[src/rtl/cct_pkg.sv]
package cct_pkg;
  localparam int unsigned NUM_CC = 2;
  localparam int unsigned ADDR_W = 3;

  localparam logic [ADDR_W-1:0] A_CNT  = 3'd0;
  localparam logic [ADDR_W-1:0] A_CC0  = 3'd1;
  localparam logic [ADDR_W-1:0] A_CC1  = 3'd2;
  localparam logic [ADDR_W-1:0] A_CTRL = 3'd3;
  localparam logic [ADDR_W-1:0] A_EDGE = 3'd4;
  localparam logic [ADDR_W-1:0] A_OUT  = 3'd5;
  localparam logic [ADDR_W-1:0] A_STAT = 3'd6;

  typedef enum logic [1:0] {
    RUN_HALT     = 2'b00,
    RUN_FREE     = 2'b01,
    RUN_EXTCLR   = 2'b10,
    RUN_MATCHCLR = 2'b11
  } run_mode_e;

  typedef enum logic [1:0] {
    EDG_FALL = 2'b00,
    EDG_RISE = 2'b01,
    EDG_OFF  = 2'b10,
    EDG_BOTH = 2'b11
  } edge_sel_e;

  // packed MSB first: clk_sel=bit5 ... mode=bits[1:0]
  typedef struct packed {
    logic      clk_sel;
    logic      cc0_src;
    logic      cc1_cap;
    logic      cc0_cap;
    run_mode_e mode;
  } ctrl_t;
endpackage

[src/rtl/cct_edge.sv]
module cct_edge (
  input  logic       clk,
  input  logic       sig_i,
  input  logic [1:0] sel_i,
  output logic       edge_o
);
  import cct_pkg::*;

  logic prev_q;
  logic rise, fall;

  always_ff @(posedge clk) prev_q <= sig_i;

  assign rise = sig_i & ~prev_q;
  assign fall = ~sig_i & prev_q;

  always_comb begin
    unique case (edge_sel_e'(sel_i))
      EDG_FALL: edge_o = fall;
      EDG_RISE: edge_o = rise;
      EDG_BOTH: edge_o = rise | fall;
      default:  edge_o = 1'b0;
    endcase
  end
endmodule

[src/rtl/cct_count.sv]
module cct_count #(
  parameter int unsigned CNT_W = 16
) (
  input  logic             clk,
  input  logic             rst,
  input  cct_pkg::run_mode_e mode_i,
  input  logic             step_i,
  input  logic             ext_clr_i,
  input  logic             match0_i,
  input  logic             ovf_clr_i,
  output logic [CNT_W-1:0] cnt_o,
  output logic             ovf_o
);
  import cct_pkg::*;

  localparam logic [CNT_W-1:0] CNT_MAX = {CNT_W{1'b1}};

  logic ext_zero;
  logic wrap;

  assign ext_zero = (mode_i == RUN_EXTCLR) && ext_clr_i;
  assign wrap     = step_i && (cnt_o == CNT_MAX) && (mode_i != RUN_HALT) && !ext_zero;

  always_ff @(posedge clk) begin
    if (rst) begin
      cnt_o <= '0;
    end else if (mode_i == RUN_HALT) begin
      cnt_o <= '0;
    end else if (ext_zero) begin
      cnt_o <= '0;
    end else if (step_i) begin
      if (mode_i == RUN_MATCHCLR && match0_i) cnt_o <= '0;
      else                                     cnt_o <= cnt_o + 1'b1;
    end
  end

  always_ff @(posedge clk) begin
    if (rst)            ovf_o <= 1'b0;
    else if (wrap)      ovf_o <= 1'b1;
    else if (ovf_clr_i) ovf_o <= 1'b0;
  end

  // halted mode forces the count to zero
  a_r2_halt_zero: assert property (@(posedge clk) disable iff (rst)
    (mode_i == RUN_HALT) |=> (cnt_o == '0));

  // match with register 0 in clear-on-match mode restarts the count
  a_r8_match_restart: assert property (@(posedge clk) disable iff (rst)
    (mode_i == RUN_MATCHCLR && step_i && match0_i) |=> (cnt_o == '0));

  // valid edge in edge-clear mode restarts the count
  a_r9_ext_restart: assert property (@(posedge clk) disable iff (rst)
    ext_zero |=> (cnt_o == '0));

  // the flag only rises after a step out of all ones
  a_r10_ovf_from_max: assert property (@(posedge clk) disable iff (rst)
    $rose(ovf_o) |-> ($past(cnt_o) == CNT_MAX));
endmodule

[src/rtl/cct_ccreg.sv]
module cct_ccreg #(
  parameter int unsigned CNT_W = 16
) (
  input  logic             clk,
  input  logic             rst,
  input  logic             cap_mode_i,
  input  logic             cap_ev_i,
  input  logic             wr_i,
  input  logic [CNT_W-1:0] wdata_i,
  input  logic [CNT_W-1:0] cnt_i,
  input  logic             step_i,
  output logic [CNT_W-1:0] val_o,
  output logic             match_o,
  output logic             irq_o
);
  logic capture;

  assign capture = cap_mode_i && cap_ev_i;
  assign match_o = !cap_mode_i && step_i && (cnt_i == val_o);

  always_ff @(posedge clk) begin
    if (rst)          val_o <= '0;
    else if (capture) val_o <= cnt_i;
    else if (wr_i)    val_o <= wdata_i;
  end

  always_ff @(posedge clk) begin
    if (rst) irq_o <= 1'b0;
    else     irq_o <= capture | match_o;
  end

  // without a capture or a write the register holds (reads do nothing)
  a_r6_hold: assert property (@(posedge clk) disable iff (rst)
    (!capture && !wr_i) |=> $stable(val_o));

  // a capture stores the count seen in that cycle
  a_r5_capture_value: assert property (@(posedge clk) disable iff (rst)
    capture |=> (val_o == $past(cnt_i)));

  // a match pulses the interrupt in the next cycle
  a_r7_match_irq: assert property (@(posedge clk) disable iff (rst)
    match_o |=> irq_o);
endmodule

[src/rtl/cct_timer.sv]
module cct_timer #(
  parameter int unsigned CNT_W = 16
) (
  input  logic             clk,
  input  logic             rst,
  input  logic             tick_i,
  input  logic             in0_i,
  input  logic             in1_i,
  input  logic             wr_en_i,
  input  logic             rd_en_i,
  input  logic [2:0]       addr_i,
  input  logic [CNT_W-1:0] wdata_i,
  output logic [CNT_W-1:0] rdata_o,
  output logic             rvalid_o,
  output logic             tout_o,
  output logic             irq_cc0_o,
  output logic             irq_cc1_o,
  output logic             ovf_o
);
  import cct_pkg::*;

  localparam int unsigned CTRL_W = $bits(ctrl_t);

  ctrl_t      ctrl_q;
  logic [3:0] edge_q;
  logic [2:0] outc_q;
  logic       ff_q;

  logic e0, e1, step;
  logic [CNT_W-1:0] cnt;
  logic [NUM_CC-1:0] cap_mode, cap_ev, cc_wr, match, irq;
  logic [CNT_W-1:0] cc_val [NUM_CC];
  logic load;

  // ---------------- control registers ----------------
  always_ff @(posedge clk) begin
    if (rst) begin
      ctrl_q <= '0;
      edge_q <= '0;
      outc_q <= '0;
    end else if (wr_en_i) begin
      case (addr_i)
        A_CTRL: ctrl_q <= ctrl_t'(wdata_i[CTRL_W-1:0]);
        A_EDGE: edge_q <= wdata_i[3:0];
        A_OUT:  outc_q <= wdata_i[2:0];
        default: ;
      endcase
    end
  end

  // ---------------- edge detection ----------------
  cct_edge u_edge0 (.clk(clk), .sig_i(in0_i), .sel_i(edge_q[1:0]), .edge_o(e0));
  cct_edge u_edge1 (.clk(clk), .sig_i(in1_i), .sel_i(edge_q[3:2]), .edge_o(e1));

  assign step = (ctrl_q.mode != RUN_HALT) && (ctrl_q.clk_sel ? e0 : tick_i);

  // ---------------- counter ----------------
  cct_count #(.CNT_W(CNT_W)) u_count (
    .clk(clk), .rst(rst), .mode_i(ctrl_q.mode), .step_i(step),
    .ext_clr_i(e0), .match0_i(match[0]),
    .ovf_clr_i(wr_en_i && addr_i == A_STAT && wdata_i[0]),
    .cnt_o(cnt), .ovf_o(ovf_o)
  );

  // ---------------- capture/compare registers ----------------
  assign cap_mode = {ctrl_q.cc1_cap, ctrl_q.cc0_cap};
  assign cap_ev   = {e0, (ctrl_q.cc0_src ? e0 : e1)};

  for (genvar i = 0; i < NUM_CC; i++) begin : g_cc
    assign cc_wr[i] = wr_en_i && (addr_i == A_CC0 + 3'(i));
    cct_ccreg #(.CNT_W(CNT_W)) u_cc (
      .clk(clk), .rst(rst), .cap_mode_i(cap_mode[i]), .cap_ev_i(cap_ev[i]),
      .wr_i(cc_wr[i]), .wdata_i(wdata_i), .cnt_i(cnt), .step_i(step),
      .val_o(cc_val[i]), .match_o(match[i]), .irq_o(irq[i])
    );
  end

  assign irq_cc0_o = irq[0];
  assign irq_cc1_o = irq[1];

  // ---------------- output flip-flop ----------------
  assign load = wr_en_i && (addr_i == A_OUT) && wdata_i[3];

  always_ff @(posedge clk) begin
    if (rst)       ff_q <= 1'b0;
    else if (load) ff_q <= wdata_i[4];
    else           ff_q <= ff_q ^ (match[0] & outc_q[1]) ^ (match[1] & outc_q[2]);
  end

  assign tout_o = ff_q & outc_q[0];

  // ---------------- read port ----------------
  always_ff @(posedge clk) begin
    if (rst) begin
      rdata_o  <= '0;
      rvalid_o <= 1'b0;
    end else begin
      rvalid_o <= rd_en_i;
      if (rd_en_i) begin
        case (addr_i)
          A_CNT:   rdata_o <= cnt;
          A_CC0:   rdata_o <= cc_val[0];
          A_CC1:   rdata_o <= cc_val[1];
          A_CTRL:  rdata_o <= CNT_W'(ctrl_q);
          A_EDGE:  rdata_o <= CNT_W'(edge_q);
          A_OUT:   rdata_o <= CNT_W'(outc_q);
          A_STAT:  rdata_o <= CNT_W'(ovf_o);
          default: rdata_o <= '0;
        endcase
      end
    end
  end

  // with in0 edges switched off, register 1 is only changed by writes
  a_r4_off_no_capture: assert property (@(posedge clk) disable iff (rst)
    (edge_q[1:0] == 2'b10 && !cc_wr[1]) |=> $stable(cc_val[1]));

  // without an enabled match or a load the flip-flop holds
  a_r11_ff_quiet: assert property (@(posedge clk) disable iff (rst)
    (!load && !(match[0] && outc_q[1]) && !(match[1] && outc_q[2])) |=> $stable(ff_q));

  // with edge stepping selected the count ignores tick_i
  a_r3_edge_step: assert property (@(posedge clk) disable iff (rst)
    (ctrl_q.clk_sel && ctrl_q.mode == RUN_FREE && !e0) |=> $stable(cnt));
endmodule

[config.mk]
export PLATFORM = sky130hd
export DESIGN_NAME = cct_timer
export DESIGN_NICKNAME = d
export VERILOG_FILES = /design/src/rtl/cct_pkg.sv /design/src/rtl/cct_edge.sv /design/src/rtl/cct_count.sv /design/src/rtl/cct_ccreg.sv /design/src/rtl/cct_timer.sv
export SDC_FILE = /design/constraint.sdc
export NUM_CORES = 1
export LEC_CHECK = 0
export BUFFER_PORTS_ARGS = -buffer_cell sky130_fd_sc_hd__buf_2
export CAP_MARGIN = 15
export CORE_UTILIZATION = 50
export DETAILED_ROUTE_END_ITERATION = 16
export GPL_TIMING_DRIVEN = 0
export MAX_ROUTING_LAYER = met4
export PLACE_DENSITY = 0.69
export REMOVE_ABC_BUFFERS = 1
export SYNTH_ARGS = -nofsm -noshare
export SYNTH_HDL_FRONTEND = slang
export SYNTH_HIERARCHICAL = 1
export SYNTH_SLANG_ARGS = --single-unit
export TNS_END_PERCENT = 30
[constraint.sdc]
create_clock -name clk -period 3.5 [get_ports clk]
set_clock_uncertainty 0.2 [all_clocks]
set_input_delay 0.7 -clock clk [delete_from_list [all_inputs] [get_ports clk]]
set_output_delay 0.7 -clock clk [all_outputs]
set_load 0.05 [all_outputs]
==> impl_metrics.tcl, run 1 <==
set metrics [dict create \
    path_cells "buf_2 > inv_1 > ha_1 > o22ai_2 > mux2i_1 > nor2_4 > or4b_1 > nor3_2 > and4_1 > or3_4 > nor2_1" \
    cts_htree_levels 3 \
    cap_viol_max_count 0 \
    post-synth-top-area-cell "sky130_fd_sc_hd__dfxtp_1" \
    postLayoutCoreUtil_pct 58.34 \
    yosysWarnings 6 \
    cts.reportedPaths.clkPinSlew_ns 0.09 \
    synth.top_cell.area_share_pct 36.59 \
    port-buffer-count 46 \
    iteration_0_drc_markers 194 \
    grt_pass1_wl_mm 18.64 \
    syn2layout_area_growth_pct 11.79 \
    grt_max_degree 48 \
    max_freq_ghz 0.3122 \
    clk_path_buf_depth 2 \
    cts-buffers-inserted 9 \
    setup_viol 0 \
    largest_voltage_drop_on_the_vdd_net_v 0.0001867 \
    numClockSinks 84 \
    synth_ff_type "sky130_fd_sc_hd__dfxtp_1" \
    mapped_area_um2 4596 \
    global_route.usage.total_pct 25.43 \
    detail_route.drc_violations 3 \
    post_route_cells_drive_above_1_share_pct 15.93 \
    yosys.cell_types.count 48 \
    grt_setup_unrepaired "no" \
    postSynth.asyncResetShare_pct 0 \
    multiInputGateArea_um2 2753 \
    first_global_vias 3642 \
    clock_insertion_delay_worst_skew_ns 0.35 \
    critical_path.slowest_cell "sky130_fd_sc_hd__or4b_1" \
    hold_viol_final 0 \
    cts_tree "done" \
    switching_share_pct 25.65 \
    syn-instance-count 506 \
    synth_top_cells_by_area "sky130_fd_sc_hd__dfxtp_1 37%, sky130_fd_sc_hd__mux2i_1 14%, sky130_fd_sc_hd__nor2_1 6.9%" \
    antenna-diode-count 0 \
    antenna_violating_nets_post_route 0 \
    synth.ff_latch_count 84 \
    min_period_over_period_pct 91.53 \
    static-leakage-power_nw 2.096 \
    endpoint_kind "register" \
    failed_checks "DRC" \
    outcome "finished with violations" \
    power.clock.fraction_pct 37.9 \
    fp.coreArea_um2 8806 \
    synth_top_cells_by_count "84 x sky130_fd_sc_hd__dfxtp_1, 84 x sky130_fd_sc_hd__nor2_1, 62 x sky130_fd_sc_hd__mux2i_1" \
    total_power_w 0.001904 \
    chipWidth_um 97.87 \
    post-cts-setup-buffer-count 0 \
    design.portCount 47 \
    root_buffer "sky130_fd_sc_hd__clkbuf_8" \
    hpwlAfterDp_mm 7.932 \
    std_cell_rows 34 \
    ctsHoldBuffers 0 \
    power_density_nw_per_um2 370.7 \
    critical_path.startpoint_type "primary input" \
    fin_area_um2 5137 \
    antenna_found_initial 0 \
    setup.worst_path.class "primary input to register" \
    p_int_w 0.001416 \
    globalRoute.totalOverflow 0 \
    crit_required_ns 3.54 \
    nNetsFinal 566 \
    final_weighted_congestion_in_routability_driven_placement 0.8241 \
    placedInstanceArea_um2 4861 \
    dr_total_vias 3835 \
    hold_class "primary input to register" \
    power.share.combinational_pct 10.1 \
    timing.final.max_slew_violations 0 \
    worst_ep_arrival_time_ns 3.24 \
    first_pass_iters 11 \
    synth_edf_count 0 \
    regArea_um2 1682 \
    post-route-min-period_ns 3.204 \
    switchingPower_w 0.0004886 \
    wirelength_mm 11.61 \
    dieHeight_um 97.87 \
    filler_cell_count 781 \
    sequentialPowerShare_pct 52.0 \
    routedWlPerCell_um 17.92 \
    synth-seq-area-share_pct 36.59 \
    dieArea_um2 9579 \
    critical-path-max-stage-delay_ns 0.49 \
    initial_utilization_pct 52.19 \
    hold-worst-slack_ns 0.2769 \
    critical_path_peak_fanout 15 \
    post_drt_via_cell_ratio 5.918 \
    worstMarginPinSlew_ns 1.215 \
    post_synth.cell_area_avg_um2 9.082 \
    slew-limit-headroom_pct 18.86 \
]
[cells by family after synthesis]
kind of cell / synth area share (%)
and+or+nand+nor: 20.37
DFF: 36.59
AOI/OAI and AO/OA: 12.25
muxes: 16.36
xor gates and xnor gates: 8.767
buffers and inverters: 4.301
adders and majority gates: 1.361
[worst max-delay path, delay by kind of cell]
| family | cells | cell delay (ns) |
|---|---|---|
| simple gates | 6 | 1.67 |
| fa+ha+maj | 1 | 0.30 |
| compound gates | 1 | 0.25 |
| mux | 1 | 0.18 |
| buf+inv | 2 | 0.14 |
[placed cells by master (no fill, tap or decap), types with 2 or more instances in the layout]
cell	n
sky130_fd_sc_hd__a211oi_1	36
sky130_fd_sc_hd__a21oi_1	20
sky130_fd_sc_hd__a31o_2	2
sky130_fd_sc_hd__a31oi_1	2
sky130_fd_sc_hd__and4_1	3
sky130_fd_sc_hd__buf_16	2
sky130_fd_sc_hd__buf_2	46
sky130_fd_sc_hd__clkbuf_8	11
sky130_fd_sc_hd__clkinv_2	2
sky130_fd_sc_hd__dfxtp_1	84
sky130_fd_sc_hd__ha_1	5
sky130_fd_sc_hd__inv_1	9
sky130_fd_sc_hd__mux2_2	3
sky130_fd_sc_hd__mux2i_1	62
sky130_fd_sc_hd__mux4_1	2
sky130_fd_sc_hd__mux4_2	2
sky130_fd_sc_hd__nand2_1	10
sky130_fd_sc_hd__nand2b_1	3
sky130_fd_sc_hd__nand3_1	13
sky130_fd_sc_hd__nand3b_1	4
sky130_fd_sc_hd__nand4_1	10
sky130_fd_sc_hd__nand4b_1	3
sky130_fd_sc_hd__nor2_1	82
sky130_fd_sc_hd__nor2b_1	17
sky130_fd_sc_hd__nor3_1	6
sky130_fd_sc_hd__nor3_2	2
sky130_fd_sc_hd__nor4_1	6
sky130_fd_sc_hd__o21ai_0	2
sky130_fd_sc_hd__o22ai_1	3
sky130_fd_sc_hd__o2bb2ai_1	10
sky130_fd_sc_hd__o32ai_1	2
sky130_fd_sc_hd__or3_1	5
sky130_fd_sc_hd__or4b_1	2
sky130_fd_sc_hd__xnor2_1	18
sky130_fd_sc_hd__xor2_1	28
[layout make-up]
cell class / instances / area share (%)
clock buffers: 12 / 3.020
clock inverters: 4 / 0.9255
inverters: 9 / 0.6576
multi-input cells: 380 / 53.58
flip-flops and latches: 84 / 32.73
well taps: 108 / 2.630
repair buffers: 51 / 6.454
[power by group through the flow]
stage | sequential, W | combinational, W | clock (W)
global route | 0.000992 | 0.000207 | 0.000767
detailed placement | 0.00101 | 0.000187 | 0
global placement | 0.00101 | 0.000179 | 0
CTS | 0.000989 | 0.000189 | 0.000731
floorplan | 0.00102 | 0.0000915 | 0
finish | 0.000990 | 0.000192 | 0.000723
[what timing repair did]
action / in CTS / in global routing
endpoints found under the hold margin: 0 / 0
gates resized for setup: 2 / 2
endpoints found under the setup margin: 17 / 16
[final timing paths]
path / start / endpoint / slack [ns] / cells past startpoint
max: in0_i / u_count/cnt_o[4] / 0.30 / 11
min: in1_i / u_edge1/prev_q / 0.28 / 1
max reg2reg: u_edge0/prev_q / u_count/cnt_o[4] / 0.44 / 11
min reg2reg: rdata_o[1] / rdata_o[1] / 0.28 / 2
[per-stage QoR]
stage,instances,setup WS (ns),TNS (ns)
after global placement,627,-2.321,-51.77
after detailed placement,630,-0.7923,-12.57
after global routing,648,0.1684,0
after floorplan,473,-0.2717,-4.347
after CTS,646,0.01275,0
final,648,0.2965,0
[routing by layer]
layer	track usage [%]	routed length [µm]
met3	3.150	497
met4	8.858	199
met1	33.81	5579
met5	-	0
met2	39.87	5336
[flip-flops by register name (all words and copies together) (netlist names)]
signal	cells
cap_mode	2
ctrl_q	4
edge_q	4
ff_q	1
g_cc.u_cc/irq_o	2
g_cc.u_cc/val_o	32
outc_q	3
rdata_o	16
rvalid_o	1
u_count/cnt_o	16
u_count/ovf_o	1
u_edge0/prev_q	1
u_edge1/prev_q	1
No activity file was read; power rests on OpenSTA's default activity.
==> inputs of run 2 (changes only) <==
--- a/config.mk
+++ b/config.mk
@@ -5,6 +5,7 @@
 export SDC_FILE = /design/constraint.sdc
 export NUM_CORES = 1
 export LEC_CHECK = 0
+export ABC_AREA = 1
 export BUFFER_PORTS_ARGS = -buffer_cell sky130_fd_sc_hd__buf_2
 export CAP_MARGIN = 15
 export CORE_UTILIZATION = 50
==> constraint.sdc (replaced) <==
create_clock -name clk -period 4 [get_ports clk]
set_clock_uncertainty 0.2 [all_clocks]
set_input_delay 0.8 -clock clk [delete_from_list [all_inputs] [get_ports clk]]
set_output_delay 0.8 -clock clk [all_outputs]
set_load 0.05 [all_outputs]
==> impl_metrics.tcl, run 2 <==
set metrics [dict create \
    synth-seq-area-share_pct 33.12 \
    grt_pass1_wl_mm 22.17 \
    chipWidth_um 102.8 \
    clock_insertion_delay_worst_skew_ns 0.36 \
    first_pass_iters 5 \
    critical_path_peak_fanout 12 \
    hold_viol_final 0 \
    cts_htree_levels 3 \
    antenna-diode-count 0 \
    root_buffer "sky130_fd_sc_hd__clkbuf_8" \
    final_cell_mix "277 x sky130_fd_sc_hd__nand2_1, 99 x sky130_fd_sc_hd__inv_1, 84 x sky130_fd_sc_hd__dfxtp_1, 71 x sky130_fd_sc_hd__nor2_1, 46 x sky130_fd_sc_hd__buf_2" \
    slew-limit-headroom_pct 24.94 \
    preCtsSetupSlack_ns -0.2963 \
    syn2layout_area_growth_pct 8.502 \
    cts.reportedPaths.clkPinSlew_ns 0.08 \
    post-synth-top-area-cell "sky130_fd_sc_hd__dfxtp_1" \
    max_freq_ghz 0.2731 \
    p_int_w 0.001213 \
    antenna_found_initial 0 \
    globalRoute.totalOverflow 0 \
    dr_total_vias 5253 \
    std_cell_rows 36 \
    detail_route.drc_violations 0 \
    fin_area_um2 5509 \
    switching_share_pct 26.64 \
    port-buffer-count 46 \
    synth.top_cell.area_share_pct 33.12 \
    numClockSinks 84 \
    synth.ff_latch_count 84 \
    setup.worst_path.class "primary input to register" \
    nNetsFinal 877 \
    yosys.cell_types.count 35 \
    switchingPower_w 0.0004406 \
    static-leakage-power_nw 2.212 \
    synth_top_cells_by_count "277 x sky130_fd_sc_hd__nand2_1, 99 x sky130_fd_sc_hd__inv_1, 84 x sky130_fd_sc_hd__dfxtp_1" \
    yosysWarnings 6 \
    biggest_regs "g_cc.u_cc/val_o (32), rdata_o (16), u_count/cnt_o (16)" \
    power.clock.fraction_pct 36.4 \
    hold_class "register to register" \
    layout_setup_ws_ns 0.3383 \
    placedInstanceArea_um2 5323 \
    setup_viol 0 \
    postSynth.asyncResetShare_pct 0 \
    sequentialPowerShare_pct 52.9 \
    routedWlPerCell_um 14.01 \
    worstMarginPinSlew_ns 1.122 \
    post-cts-setup-buffer-count 0 \
    power.share.combinational_pct 10.8 \
    worst_ep_arrival_time_ns 3.72 \
    critical_path.startpoint_type "primary input" \
    min_period_over_period_pct 91.54 \
    hold-worst-slack_ns 0.2665 \
    post_drt_via_cell_ratio 5.344 \
    cts_tree "done" \
    syn-instance-count 818 \
    dieArea_um2 10560 \
    synth_top_cells_by_area "sky130_fd_sc_hd__dfxtp_1 33%, sky130_fd_sc_hd__nand2_1 20%, sky130_fd_sc_hd__inv_1 7.3%" \
    hpwlAfterDp_mm 10.17 \
    top_reg_by_flops "g_cc.u_cc/val_o" \
    global_route.usage.total_pct 28.08 \
    filler_cell_count 1005 \
    first_global_vias 4614 \
    design.portCount 47 \
    cap_viol_max_count 0 \
    final_weighted_congestion_in_routability_driven_placement 0.9010 \
    post_synth.cell_area_avg_um2 6.207 \
    power_density_nw_per_um2 300.2 \
    wirelength_mm 13.78 \
    fp.coreArea_um2 9819 \
    yosysMostFrequentCell "sky130_fd_sc_hd__nand2_1" \
    largest_register_ffs 32 \
    cts-buffers-inserted 9 \
    dieHeight_um 102.8 \
    timing.final.max_slew_violations 0 \
    grt_setup_unrepaired "no" \
    outcome "completed" \
    synth_edf_count 0 \
    final_common_cell "sky130_fd_sc_hd__nand2_1" \
    antenna_violating_nets_post_route 0 \
    clk_path_buf_depth 2 \
    grt_max_degree 34 \
    synth_ff_type "sky130_fd_sc_hd__dfxtp_1" \
    mapped_area_um2 5077 \
    iteration_0_drc_markers 421 \
    crit_required_ns 4.06 \
    initial_utilization_pct 51.71 \
    post_route_cells_drive_above_1_share_pct 11.76 \
    endpoint_kind "register" \
    largest_voltage_drop_on_the_vdd_net_v 0.0002238 \
    post-route-min-period_ns 3.662 \
]
-- run 2: cell count changes after synthesis, moves of 27 or more --
cell	before	now
sky130_fd_sc_hd__inv_1	9	99
sky130_fd_sc_hd__mux2i_1	62	0
sky130_fd_sc_hd__nand3_1	13	45
sky130_fd_sc_hd__a211oi_1	36	0
sky130_fd_sc_hd__a31oi_1	2	32
sky130_fd_sc_hd__nand2_1	10	277
sky130_fd_sc_hd__xor2_1	28	1
sky130_fd_sc_hd__o21ai_0	2	42
-- run 2: final timing paths --
kind	from	endpoint	slack [ns]	cells after the start
worst min-delay path	rdata_o[3]	rdata_o[3]	0.27	2
worst min register to register	rdata_o[3]	rdata_o[3]	0.27	2
worst max register to register	u_edge0/prev_q	u_count/cnt_o[6]	0.61	17
worst max-delay path	in0_i	u_count/cnt_o[6]	0.34	19
-- run 2: layout make-up --
| class | instances | area [µm²] | area share (%) |
|---|---|---|---|
| clock buffer | 13 | 148.9 | 2.703 |
| clock inverter | 2 | 35.03 | 0.6359 |
| inverter | 112 | 422.9 | 7.677 |
| sequential | 84 | 1682 | 30.52 |
| tap | 133 | 166.4 | 3.021 |
| timing repair buffer | 47 | 237.7 | 4.315 |
| multi-input combinational | 592 | 2816 | 51.12 |
-- run 2: cell families (layout without fill, tap and decap cells) --
logic type / after synthesis / count (layout) / share of synthesized area, %
DFF: 84 / 84 / 33.12
adders and majority gates: 5 / 5 / 1.232
AOI/OAI and AO/OA: 132 / 132 / 14.98
buffers and inverters: 142 / 174 / 11.58
and+or+nand+nor: 447 / 447 / 37.70
xor gates and xnor gates: 8 / 8 / 1.380
-- run 2: repair_timing --
action,CTS,global route
hold buffers,0,0
gates resized for setup,0,1
hold endpoints to repair,0,0
endpoints found under the setup margin,0,17
-- run 2: metal layers --
| metal | wire [µm] | GRT usage [%] | share of wire, % |
|---|---|---|---|
| met1 | 6345 | 37.46 | 46 |
| met2 | 6233 | 43.95 | 45 |
| met3 | 913 | 3.051 | 6.6 |
| met4 | 282 | 10.18 | 2.0 |
| met5 | 0 | - | 0 |
-- run 2: through the flow --
step	TNS [ns]	utilization, %	cells	power, W
after floorplan	0	-	788	0.0009980
after global placement	-9.003	54.06	967	0.001063
after detailed placement	-4.566	54.20	968	0.001068
after CTS	0	56.08	983	0.001665
after global routing	0	56.10	983	0.001721
final	0	56.10	983	0.001654
-- run 2: critical path: stages --
cell	delay, ns
sky130_fd_sc_hd__buf_2	0.09
sky130_fd_sc_hd__inv_1	0.04
sky130_fd_sc_hd__ha_1	0.28
sky130_fd_sc_hd__inv_1	0.06
sky130_fd_sc_hd__nand3_1	0.06
sky130_fd_sc_hd__nand3_1	0.21
sky130_fd_sc_hd__o22ai_1	0.12
sky130_fd_sc_hd__nor2_2	0.52
sky130_fd_sc_hd__inv_1	0.18
sky130_fd_sc_hd__nor2_1	0.12
sky130_fd_sc_hd__nand4_1	0.08
sky130_fd_sc_hd__nor2_1	0.12
sky130_fd_sc_hd__nand4_1	0.09
sky130_fd_sc_hd__nor2_1	0.33
sky130_fd_sc_hd__nand3_1	0.18
sky130_fd_sc_hd__nor2_2	0.17
sky130_fd_sc_hd__nor2_4	0.10
sky130_fd_sc_hd__o21ai_1	0.09
sky130_fd_sc_hd__a21oi_1	0.05
-- run 2: power by group through the flow --
stage,sequential [W],clock [W],combinational (W)
after floorplan,0.000896,0,0.000102
after global placement,0.000893,0,0.000170
after detailed placement,0.000894,0,0.000174
after CTS,0.000874,0.000616,0.000175
after global routing,0.000878,0.000645,0.000197
final,0.000875,0.000602,0.000178
